**src/rtl/dram_rfsh_pkg.sv**
```systemverilog
package dram_rfsh_pkg;
  typedef enum logic [3:0] {
    ST_IDLE,
    ST_WAIT,
    ST_ROR,
    ST_CBR_CAS,
    ST_CBR_RAS,
    ST_CBR_TAIL,
    ST_SR_CAS,
    ST_SR_HOLD,
    ST_PRE
  } seq_state_e;
endpackage

```
**src/rtl/rfsh_interval_timer.sv**
```systemverilog
module rfsh_interval_timer #(
  parameter int CNT_W = 16
) (
  input  logic             clk,
  input  logic             rst_n,
  input  logic [CNT_W-1:0] period,
  input  logic             hold,
  output logic             tick
);
  logic [CNT_W-1:0] cnt_q, cnt_d, last;

  assign last = (period == '0) ? '0 : period - 1'b1;
  assign tick = !hold && (cnt_q >= last);

  always_comb begin
    cnt_d = cnt_q + 1'b1;
    if (hold || tick) cnt_d = '0;
  end

  always_ff @(posedge clk or negedge rst_n) begin
    if (!rst_n) cnt_q <= '0;
    else        cnt_q <= cnt_d;
  end

  assert_tick_spacing_R2: assert property (@(posedge clk) disable iff (!rst_n)
    (tick && last != '0 && $stable(period)) |=> !tick);
endmodule

```
**src/rtl/rfsh_pending_ctr.sv**
```systemverilog
module rfsh_pending_ctr #(
  parameter int PEND_MAX = 4
) (
  input  logic clk,
  input  logic rst_n,
  input  logic tick,
  input  logic done,
  input  logic flush,
  output logic work,
  output logic urgent
);
  localparam int PW = $clog2(PEND_MAX + 1);
  localparam logic [PW-1:0] LIMIT = PW'(PEND_MAX);

  logic [PW-1:0] pend_q, pend_d;

  always_comb begin
    pend_d = pend_q;
    if (flush) begin
      pend_d = '0;
    end else begin
      if (tick && pend_q != LIMIT) pend_d = pend_d + 1'b1;
      if (done)                    pend_d = pend_d - 1'b1;
    end
  end

  always_ff @(posedge clk or negedge rst_n) begin
    if (!rst_n) pend_q <= '0;
    else        pend_q <= pend_d;
  end

  assign work   = (pend_q != '0);
  assign urgent = (pend_q == LIMIT);

  assert_pend_bound_R9: assert property (@(posedge clk) disable iff (!rst_n)
    pend_q <= LIMIT);
  assert_done_has_work_R9: assert property (@(posedge clk) disable iff (!rst_n)
    done |-> work);
endmodule

```
**src/rtl/rfsh_row_ctr.sv**
```systemverilog
module rfsh_row_ctr #(
  parameter int ROW_W = 10
) (
  input  logic             clk,
  input  logic             rst_n,
  input  logic             adv,
  output logic [ROW_W-1:0] row
);
  logic [ROW_W-1:0] row_q, row_d;

  always_comb begin
    row_d = row_q;
    if (adv) row_d = row_q + 1'b1;
  end

  always_ff @(posedge clk or negedge rst_n) begin
    if (!rst_n) row_q <= '0;
    else        row_q <= row_d;
  end

  assign row = row_q;

  assert_row_step_R5: assert property (@(posedge clk) disable iff (!rst_n)
    (row_q != $past(row_q)) |-> (row_q == ROW_W'($past(row_q) + 1'b1)));
endmodule

```
**src/rtl/rfsh_sequencer.sv**
```systemverilog
module rfsh_sequencer
  import dram_rfsh_pkg::*;
#(
  parameter int T_RAS  = 6,
  parameter int T_CSR  = 2,
  parameter int T_CHR  = 3,
  parameter int T_RHR  = 2,
  parameter int T_RP   = 5,
  parameter int SR_MIN = 12500,
  parameter int TMR_W  = 15
) (
  input  logic clk,
  input  logic rst_n,
  input  logic work,
  input  logic sr_req,
  input  logic grant,
  input  logic mode_cbr,
  output logic req,
  output logic ras_n,
  output logic cas_n,
  output logic addr_en,
  output logic done_ror,
  output logic done_cbr,
  output logic sr_busy,
  output logic flush
);
  seq_state_e st_q, st_d;
  logic [TMR_W-1:0] tmr_q, tmr_d;
  logic tmr_zero;

  assign tmr_zero = (tmr_q == '0);

  always_comb begin
    st_d     = st_q;
    tmr_d    = tmr_zero ? tmr_q : tmr_q - 1'b1;
    done_ror = 1'b0;
    done_cbr = 1'b0;
    flush    = 1'b0;
    case (st_q)
      ST_IDLE: if (sr_req || work) st_d = ST_WAIT;
      ST_WAIT: begin
        if (!sr_req && !work) begin
          st_d = ST_IDLE;
        end else if (grant) begin
          if (sr_req) begin
            st_d  = ST_SR_CAS;
            tmr_d = TMR_W'(T_CSR - 1);
            flush = 1'b1;
          end else if (mode_cbr) begin
            st_d  = ST_CBR_CAS;
            tmr_d = TMR_W'(T_CSR - 1);
          end else begin
            st_d  = ST_ROR;
            tmr_d = TMR_W'(T_RAS - 1);
          end
        end
      end
      ST_ROR: if (tmr_zero) begin
        st_d     = ST_PRE;
        tmr_d    = TMR_W'(T_RP - 1);
        done_ror = 1'b1;
      end
      ST_CBR_CAS: if (tmr_zero) begin
        st_d  = ST_CBR_RAS;
        tmr_d = TMR_W'(T_CHR - 1);
      end
      ST_CBR_RAS: if (tmr_zero) begin
        st_d  = ST_CBR_TAIL;
        tmr_d = TMR_W'(T_RHR - 1);
      end
      ST_CBR_TAIL: if (tmr_zero) begin
        st_d     = ST_PRE;
        tmr_d    = TMR_W'(T_RP - 1);
        done_cbr = 1'b1;
      end
      ST_SR_CAS: if (tmr_zero) begin
        st_d  = ST_SR_HOLD;
        tmr_d = TMR_W'(SR_MIN - 1);
      end
      ST_SR_HOLD: if (tmr_zero && !sr_req) begin
        st_d  = ST_PRE;
        tmr_d = TMR_W'(T_RP - 1);
      end
      ST_PRE: if (tmr_zero) st_d = ST_IDLE;
      default: st_d = ST_IDLE;
    endcase
  end

  always_ff @(posedge clk or negedge rst_n) begin
    if (!rst_n) begin
      st_q  <= ST_IDLE;
      tmr_q <= '0;
    end else begin
      st_q  <= st_d;
      tmr_q <= tmr_d;
    end
  end

  assign req     = (st_q != ST_IDLE);
  assign ras_n   = !(st_q inside {ST_ROR, ST_CBR_RAS, ST_CBR_TAIL, ST_SR_HOLD});
  assign cas_n   = !(st_q inside {ST_CBR_CAS, ST_CBR_RAS, ST_SR_CAS, ST_SR_HOLD});
  assign addr_en = (st_q == ST_ROR);
  assign sr_busy = (st_q inside {ST_SR_CAS, ST_SR_HOLD});

  assert_start_granted_R3: assert property (@(posedge clk) disable iff (!rst_n)
    (($fell(ras_n) || $fell(cas_n)) && $past(ras_n) && $past(cas_n)) |-> $past(grant));
  assert_ror_addr_R4: assert property (@(posedge clk) disable iff (!rst_n)
    ($fell(ras_n) && cas_n) |-> addr_en);
  assert_no_addr_cas_R6: assert property (@(posedge clk) disable iff (!rst_n)
    !cas_n |-> !addr_en);
  assert_ras_rise_cas_high_R11: assert property (@(posedge clk) disable iff (!rst_n)
    $rose(ras_n) |-> cas_n);
  assert_pre_holds_req_R8: assert property (@(posedge clk) disable iff (!rst_n)
    $rose(ras_n) |-> req);
endmodule

```
**src/rtl/dram_refresh_ctrl.sv**
```systemverilog
module dram_refresh_ctrl #(
  parameter int ROW_W    = 10,
  parameter int CNT_W    = 16,
  parameter int T_RAS    = 6,
  parameter int T_CSR    = 2,
  parameter int T_CHR    = 3,
  parameter int T_RHR    = 2,
  parameter int T_RP     = 5,
  parameter int PEND_MAX = 4,
  parameter int SR_MIN   = 12500
) (
  input  logic             clk,
  input  logic             rst_n,
  input  logic [CNT_W-1:0] period,
  input  logic             mode_cbr,
  input  logic             sr_req,
  input  logic             grant,
  output logic             req,
  output logic             urgent,
  output logic             ras_n,
  output logic             cas_n,
  output logic             we_n,
  output logic [ROW_W-1:0] addr,
  output logic             addr_en
);
  localparam int MAX_A = (T_RAS > T_RP)  ? T_RAS : T_RP;
  localparam int MAX_B = (T_CSR > T_CHR) ? T_CSR : T_CHR;
  localparam int MAX_C = (T_RHR > MAX_A) ? T_RHR : MAX_A;
  localparam int MAX_D = (MAX_B > MAX_C) ? MAX_B : MAX_C;
  localparam int MAX_T = (SR_MIN > MAX_D) ? SR_MIN : MAX_D;
  localparam int TMR_W = $clog2(MAX_T + 1);

  logic tick, work, done_ror, done_cbr, sr_busy, flush;
  logic [ROW_W-1:0] row;

  rfsh_interval_timer #(.CNT_W(CNT_W)) u_timer (
    .clk(clk), .rst_n(rst_n), .period(period), .hold(sr_busy), .tick(tick)
  );

  rfsh_pending_ctr #(.PEND_MAX(PEND_MAX)) u_pend (
    .clk(clk), .rst_n(rst_n), .tick(tick), .done(done_ror || done_cbr),
    .flush(flush), .work(work), .urgent(urgent)
  );

  rfsh_row_ctr #(.ROW_W(ROW_W)) u_row (
    .clk(clk), .rst_n(rst_n), .adv(done_ror), .row(row)
  );

  rfsh_sequencer #(
    .T_RAS(T_RAS), .T_CSR(T_CSR), .T_CHR(T_CHR), .T_RHR(T_RHR),
    .T_RP(T_RP), .SR_MIN(SR_MIN), .TMR_W(TMR_W)
  ) u_seq (
    .clk(clk), .rst_n(rst_n), .work(work), .sr_req(sr_req), .grant(grant),
    .mode_cbr(mode_cbr), .req(req), .ras_n(ras_n), .cas_n(cas_n),
    .addr_en(addr_en), .done_ror(done_ror), .done_cbr(done_cbr),
    .sr_busy(sr_busy), .flush(flush)
  );

  assign we_n = 1'b1;
  assign addr = addr_en ? row : '0;
endmodule

```
**config.mk**
```make
export PLATFORM = sky130hd
export DESIGN_NAME = dram_refresh_ctrl
export DESIGN_NICKNAME = d
export VERILOG_FILES = /design/src/rtl/dram_rfsh_pkg.sv /design/src/rtl/rfsh_interval_timer.sv /design/src/rtl/rfsh_pending_ctr.sv /design/src/rtl/rfsh_row_ctr.sv /design/src/rtl/rfsh_sequencer.sv /design/src/rtl/dram_refresh_ctrl.sv
export SDC_FILE = /design/constraint.sdc
export NUM_CORES = 1
export LEC_CHECK = 0
export BUFFER_PORTS_ARGS = -buffer_cell sky130_fd_sc_hd__buf_4
export CELL_PAD_IN_SITES_DETAIL_PLACEMENT = 1
export CELL_PAD_IN_SITES_GLOBAL_PLACEMENT = 1
export CORE_MARGIN = 2
export CORE_UTILIZATION = 45
export DETAILED_ROUTE_END_ITERATION = 16
export PLACE_DENSITY_LB_ADDON = 0.1
export SYNTH_ARGS = -nofsm -noshare
export SYNTH_HDL_FRONTEND = slang
export SYNTH_SLANG_ARGS = --single-unit
```
**constraint.sdc**
```tcl
create_clock -name clk -period 3.95 [get_ports clk]
set_input_delay 0.79 -clock clk [delete_from_list [all_inputs] [get_ports clk]]
set_output_delay 0.79 -clock clk [all_outputs]
set_load 0.01 [all_outputs]
```
# After elaboration in Yosys (flattened, before gate mapping)
# Cells that the tools add are included.
dict set report totals {
  ff_bits 47
  inputBits 21
  out_inout_bits 16
  word_cells 89
}
dict set report op_classes {
  addsub 6
  magnitude_cmp 1
  eq_ne 18
  mux 37
  n_reduce_logical 22
}
# operator count
set op_table {}
lappend op_table {{two-way mux 14 bit} 9}
lappend op_table {{one-hot mux 14 bit (6 select lines)} 1}
lappend op_table {{two-way mux 4 bit} 10}
lappend op_table {{two-way mux 16 bit} 2}
lappend op_table {{one-hot mux 4 bit (8 select lines)} 1}
lappend op_table {{adder 16 x 1 -> 16 bit, second input constant} 1}
lappend op_table {{== test 4 x 3 -> 1 bit, second input constant} 4}
lappend op_table {{greater-or-equal comparator 16 bit} 1}
lappend op_table {{zero test 16 bit} 1}
lappend op_table {{subtractor 16 x 1 -> 16 bit, second input constant} 1}
lappend op_table {{two-way mux 3 bit} 5}
lappend op_table {{zero test 14 bit} 1}
lappend op_table {{!= test 2 x 1 -> 1 bit, second input constant} 7}
lappend op_table {{subtractor 14 x 1 -> 14 bit, second input constant} 1}
lappend op_table {{nonzero test 4 bit} 3}
lappend op_table {{adder 10 x 1 -> 10 bit, second input constant} 1}
lappend op_table {{two-way mux 10 bit} 1}
lappend op_table {{== test 4 x 2 -> 1 bit, second input constant} 2}
lappend op_table {{two-way mux 1 bit} 8}
lappend op_table {{AND reduction 8 bit} 1}
lappend op_table {{zero test 1 bit} 5}
lappend op_table {{== test 4 x 1 -> 1 bit, second input constant} 1}
lappend op_table {{== test 4 bit, second input constant} 1}
lappend op_table {{logical AND 1 bit} 4}
lappend op_table {{other kinds (10)} 12}

# Logic depth before layout (Yosys ltp)
dict set report depth {
  depth_word 10
  ltp_mapped 19
  mapped_depth_nobuf 18
}

# Hierarchy
# Synthesis repeated with hierarchy kept, for this count alone.
dict set report unflattened {
  cells_unflattened 433
  hier_area_um2 3834.9
}
# module instances cells_per_inst area_each_um2 seq_area_each_um2
set modules_own_cells {}
lappend modules_own_cells {rfsh_interval_timer 1 179 1599.0 400.4}
lappend modules_own_cells {rfsh_sequencer 1 182 1466.4 450.4}
lappend modules_own_cells {rfsh_row_ctr 1 35 434.2 250.2}
lappend modules_own_cells {rfsh_pending_ctr 1 24 255.2 75.1}
lappend modules_own_cells {dram_refresh_ctrl 1 13 80.1 0.0}

# Least setup slack after synthesis
# Ideal clock, no wire load.
dict set report synth_timing {
  path_kind {input to register}
  start {input port period[4]}
  end {register u_pend.pend_q[2]}
  setup_time_ns 0.122
  t_arrival_ns 4.643
  required_time_ns 3.828
  setup_slack_ns -0.814
  path_stages 19
  n_path_buf 2
  cell_sequence {or3_1 nor3_2 nand2_1 or4b_1 clkbuf_1 clkbuf_1 nand2_1 ha_1 a21o_1 a21o_1 a2111oi_0 a221oi_1 mux2i_1 ha_1 nand2b_1 nor4_1 xor2_1 and3_1 nor3_1}
}
dict set report synth_between {
  elab_chain_len 10
  word_cells_on_any_way 11
  classes_between {2 x add/sub; 1 x order compare; 5 x mux; 3 x reduce/logical}
}
# element line
set synth_rtl {}
lappend synth_rtl {{start, declared} dram_refresh_ctrl.sv:14} ;# input logic [CNT_W-1:0] period,
lappend synth_rtl {{subtractor 16 x 1 -> 16 bit or zero test 16 bit (tied branches)} rfsh_interval_timer.sv:12} ;# assign last = (period == '0) ? '0 : period - 1'b1;
lappend synth_rtl {{two-way mux 16 bit (*)} rfsh_interval_timer.sv:12}
lappend synth_rtl {{greater-or-equal comparator 16 bit (*)} rfsh_interval_timer.sv:13} ;# assign tick = !hold && (cnt_q >= last);
lappend synth_rtl {{logical AND 1 bit (*)} rfsh_interval_timer.sv:13}
lappend synth_rtl {{logical AND 1 bit (*)} rfsh_pending_ctr.sv:22} ;# if (tick && pend_q != LIMIT) pend_d = pend_d + 1'b1;
lappend synth_rtl {{two-way mux 3 bit (*)} rfsh_pending_ctr.sv:22}
lappend synth_rtl {{two-way mux 3 bit (*)} rfsh_pending_ctr.sv:19} ;# if (flush) begin
lappend synth_rtl {{subtractor 3 x 1 -> 3 bit} rfsh_pending_ctr.sv:23} ;# if (done) pend_d = pend_d - 1'b1;
lappend synth_rtl {{two-way mux 3 bit (*)} rfsh_pending_ctr.sv:23}
lappend synth_rtl {{two-way mux 3 bit (*)} rfsh_pending_ctr.sv:19}
lappend synth_rtl {{via u_pend.pend_d[2]} rfsh_pending_ctr.sv:15} ;# logic [PW-1:0] pend_q, pend_d;
lappend synth_rtl {{end signal, assigned} rfsh_pending_ctr.sv:29} ;# else pend_q <= pend_d;
lappend synth_rtl {{end, declared} rfsh_pending_ctr.sv:15}
# Mark *: on every way through the listed nets, which the timed path passes. The rest lies on a longest branch. The select of a mux whose other input is x is not followed.
# A chain may end at the register's enable or synchronous reset.

# Final worst setup path
# Ends and elaborated chain as after synthesis.

==> metrics.log <==
INFO  metric critPathKind = input port to flop
INFO  metric initial_core_util = a little under half
INFO  metric final.setup.tns = -0.637 ns
INFO  metric fillers = 910
INFO  metric core_area = 0.00769 mm²
INFO  metric gr-usage-all-layers = a little under a quarter
INFO  metric failed_checks = setup timing
INFO  metric fp.dieH = 92.8 µm
INFO  metric design.final.nets = 522
INFO  metric worstSetupEndpointType = flop
INFO  metric postRouteAntennaNets = 0
INFO  metric share_seq_of_total_power = 49.0%
INFO  metric crit_arrival = 4.62 ns
INFO  metric count_of_state_elements_after_synthesis = 47
INFO  metric hold_buffers = 0
INFO  metric setup_repair_after_global_routing_missed_its_margin = true
INFO  metric timing.fmax = 226 MHz
INFO  metric grt_first_pass_wirelength = 16,300 µm
INFO  metric path_cells = buf_6 -> or3_4 -> nor3_4 -> nand2_1 -> or4b_4 -> buf_8 -> nand2_4 -> ha_4 -> nand4_1 -> buf_4 -> nor2_4 -> a32oi_2 -> a221oi_2 -> mux2i_1 -> ha_1 -> nand2b_1 -> nor4_2 -> xor2_1 -> and3_1 -> nor3_1
INFO  metric p_leak = between 2 and 2.5 nW
INFO  metric total_switching_power = ~0.00032 W
INFO  metric cts_buffers = 5
INFO  metric maxSlewHeadroom = 54.7%
INFO  metric sink_count = 47
INFO  metric routed_vias = approximately 3.2k
INFO  metric antenna_found_initial = 0
INFO  metric cts-htree-levels = 2
INFO  metric finalWirelength = 9440 µm
INFO  metric vias_in_the_first_global_route = around 3.4k
INFO  metric syn-mean-instance-area = 8.54 µm²
INFO  metric fin_skew = 0.00623 ns
INFO  metric power_frac_comb = ~20%
INFO  metric worst_hold_path_type = flop to flop
INFO  metric dp_hpwl = roughly 7000 µm
INFO  metric worst-path-buf-inv = 3
INFO  metric final_setup_margin = -0.478 ns
INFO  metric most_common_cell_after_layout_fill_and_taps_aside = sky130_fd_sc_hd__buf_4
INFO  metric drive_above_1_share = about 25%
INFO  metric outcome = complete, but fails checks
INFO  metric area_delta_synth_final = 25.5%
INFO  metric cts_tree = yes
INFO  metric pwr_density_cell = 255 mW/mm²
INFO  metric multi_input_comb_area = 0.00248 mm²
INFO  metric clockPowerShare = a little under a third
INFO  metric synth_area = 0.00355 mm²
INFO  metric drt_pass1_iterations = 4
INFO  metric cap_viol_max_count = 0
INFO  metric fp.dieArea = 0.00862 mm²
INFO  metric routed_via_density = 5.57
INFO  metric worst_path_dominant_cell_family = simple AND/OR/NAND/NOR gates
INFO  metric power.internal = 0.000812 W
INFO  metric number_of_synthesized_flops_with_an_enable_pin = 0
INFO  metric floorplan.die.width = a little over 90 µm
INFO  metric postSynth.topFlopCell = sky130_fd_sc_hd__dfrtp_1
INFO  metric tightest_slew = 0.673 ns
INFO  metric finalSetupViolations = 2
INFO  metric routabilityCongestion = 0.802
INFO  metric ys.warnings.count = 0
INFO  metric post_synth_inst_count = 416
INFO  metric synth_sequential_area_ratio = 33.1%
INFO  metric power = 0.00113 W
INFO  metric synthArstFlopShare = 100%
INFO  metric synth_cell_type_count = 59
INFO  metric timing_max_transition_violations_final = 0
INFO  metric floorplan.rows = 32
INFO  metric largest_vdd_supply_drop = 0.149 mV
INFO  metric post_placement_cell_area = 0.00414 mm²
INFO  metric area.sequential = about 0.0012 mm²
INFO  metric cts.path.max_buffers = 2
INFO  metric sw_frac_of_total = ~28%
INFO  metric clock_latency = 0.30 ns
INFO  metric timing.critical_path.fanout_max = 6
INFO  metric drt-wirelength-per-cell = ~16 µm
INFO  metric hold_viol = 0
INFO  metric crit_path_top_delay_cell = sky130_fd_sc_hd__or4b_4
INFO  metric startpoint_type = input port
INFO  metric clkTransAtPathRegs = about 0.090 ns
INFO  metric grt_start_max_net_pins = 48
INFO  metric final_critical_delay_including_setup_and_external_delays = 4.43 ns
INFO  metric first_iter_violations = 83
INFO  metric pin_count = 37
INFO  metric finish.utilization = ~58%
INFO  metric finalCritPeriodShare = 112%
INFO  metric io_buffers = 35
INFO  metric finish.instance_area = 0.00446 mm²
INFO  metric most-common-layout-cells = sky130_fd_sc_hd__buf_4, sky130_fd_sc_hd__nor2_1, sky130_fd_sc_hd__nand2_1, sky130_fd_sc_hd__dfrtp_1, sky130_fd_sc_hd__xnor2_1
INFO  metric final_cell_count_without_fillers = approximately 580
INFO  metric diodes = 0
INFO  metric critPathMaxStageDelay = about 0.57 ns
INFO  metric synthesis.nets = between 400 and 500
INFO  metric critPathRequiredTime = roughly 4.1 ns
INFO  metric placedCellCount = between 500 and 600
INFO  metric residual_drc = 0
INFO  metric grt.overflow.total = 0
INFO  metric clock-root-buffer = sky130_fd_sc_hd__clkbuf_8
[metal layers]
metal  wire [µm]  GRT usage [%]  vias to the layer above
met5           0              0                        -
li1            -              -                     1555
met2        5280           44.5                       48
met3         222           3.01                       12
met1        3830           28.4                     1606
met4         112           4.53                        0
[path summary, 6_finish.rpt]
check                      slack [ns]  cells after the start           endpoint        startpoint
setup / recovery                -0.48                     20   u_pend.pend_q[2]         period[4]
hold / removal                   0.48                      1       u_row.row[3]      u_row.row[3]
setup reg to reg                 0.94                     14   u_pend.pend_q[2]  u_timer.cnt_q[0]
hold reg to reg                  0.48                      1       u_row.row[3]      u_row.row[3]
max in group asynchronous        3.03                      1      u_seq.st_q[2]             rst_n
min in group asynchronous        0.49                      1  u_timer.cnt_q[15]             rst_n
[power by group through the flow]
stage	Clock (W)	Combinational (W)	Sequential, W
CTS	0.000366	0.000220	0.000556
finish	0.000353	0.000225	0.000556
global placement	0	0.000196	0.000565
floorplan	0	0.000125	0.000552
global route	0.000382	0.000257	0.000562
detailed placement	0	0.000205	0.000566
[per-stage QoR]
stage	worst slack [ns]	hold WS [ns]
floorplan	-0.551	0.437
global placement	-0.765	0.451
detailed placement	-1.03	0.468
CTS	-0.413	0.485
global route	-0.681	0.503
finish	-0.478	0.482
[registers in the layout, indices dropped and copies added (netlist names)]
register       count
u_row.row         10
u_timer.cnt_q     16
u_seq.st_q         4
u_pend.pend_q      3
u_seq.tmr_q       14
[synth_stat cells, types with 2 or more instances]
master | n | area, µm²
sky130_fd_sc_hd__clkbuf_1 | 13 | 48.8
sky130_fd_sc_hd__o31ai_1 | 3 | 22.5
sky130_fd_sc_hd__xnor2_1 | 24 | 210
sky130_fd_sc_hd__o22ai_1 | 2 | 12.5
sky130_fd_sc_hd__ha_1 | 26 | 325
sky130_fd_sc_hd__nand2_1 | 51 | 191
sky130_fd_sc_hd__nor3_1 | 13 | 65.1
sky130_fd_sc_hd__nor2_1 | 52 | 195
sky130_fd_sc_hd__inv_1 | 10 | 37.5
sky130_fd_sc_hd__xor2_1 | 20 | 175
sky130_fd_sc_hd__a31oi_1 | 3 | 18.8
sky130_fd_sc_hd__nor4_1 | 6 | 37.5
sky130_fd_sc_hd__nor3_4 | 3 | 48.8
sky130_fd_sc_hd__or3b_2 | 2 | 17.5
sky130_fd_sc_hd__mux2_2 | 3 | 33.8
sky130_fd_sc_hd__a21o_1 | 5 | 37.5
sky130_fd_sc_hd__or2_2 | 2 | 12.5
sky130_fd_sc_hd__o21ai_0 | 10 | 50.1
sky130_fd_sc_hd__a211oi_1 | 2 | 15.0
sky130_fd_sc_hd__or3_1 | 4 | 25.0
sky130_fd_sc_hd__nor2b_1 | 3 | 18.8
sky130_fd_sc_hd__and2_1 | 15 | 93.8
sky130_fd_sc_hd__nand4_1 | 7 | 43.8
sky130_fd_sc_hd__nand3_1 | 14 | 70.1
sky130_fd_sc_hd__a32o_1 | 2 | 20.0
sky130_fd_sc_hd__mux2i_1 | 7 | 70.1
sky130_fd_sc_hd__nand2b_1 | 11 | 68.8
sky130_fd_sc_hd__a21oi_1 | 17 | 85.1
sky130_fd_sc_hd__dfrtp_1 | 47 | 1180
sky130_fd_sc_hd__and3_1 | 8 | 50.1
sky130_fd_sc_hd__nor3b_1 | 2 | 15.0
sky130_fd_sc_hd__nand3b_1 | 2 | 15.0
[what timing repair did]
| item | CTS | global route |
|---|---|---|
| pin swaps | 9 | 3 |
| setup buffers | 5 | 2 |
| setup endpoints to repair | 3 | 3 |
| resized for setup | 25 | 1 |
[final cells by class]
| type | instances | share of cell area, % |
|---|---|---|
| Clock buffer | 5 | 1.54 |
| Sequential cell | 47 | 26.4 |
| Timing Repair Buffer | 68 | 11.8 |
| Inverter | 10 | 0.842 |
| Multi-Input combinational cell | 343 | 55.6 |
| Tap cell | 102 | 2.86 |
| Clock inverter | 3 | 0.983 |
[cells by family after synthesis]
group	synth area share [%]
fa+ha+maj	9.16
mux	2.92
simple gates	29.6
xor+xnor	11.5
compound gates	10.6
other cells	0.106
buf+inv	3.10
flops	33.1
Power figures use the tool's default switching activity.
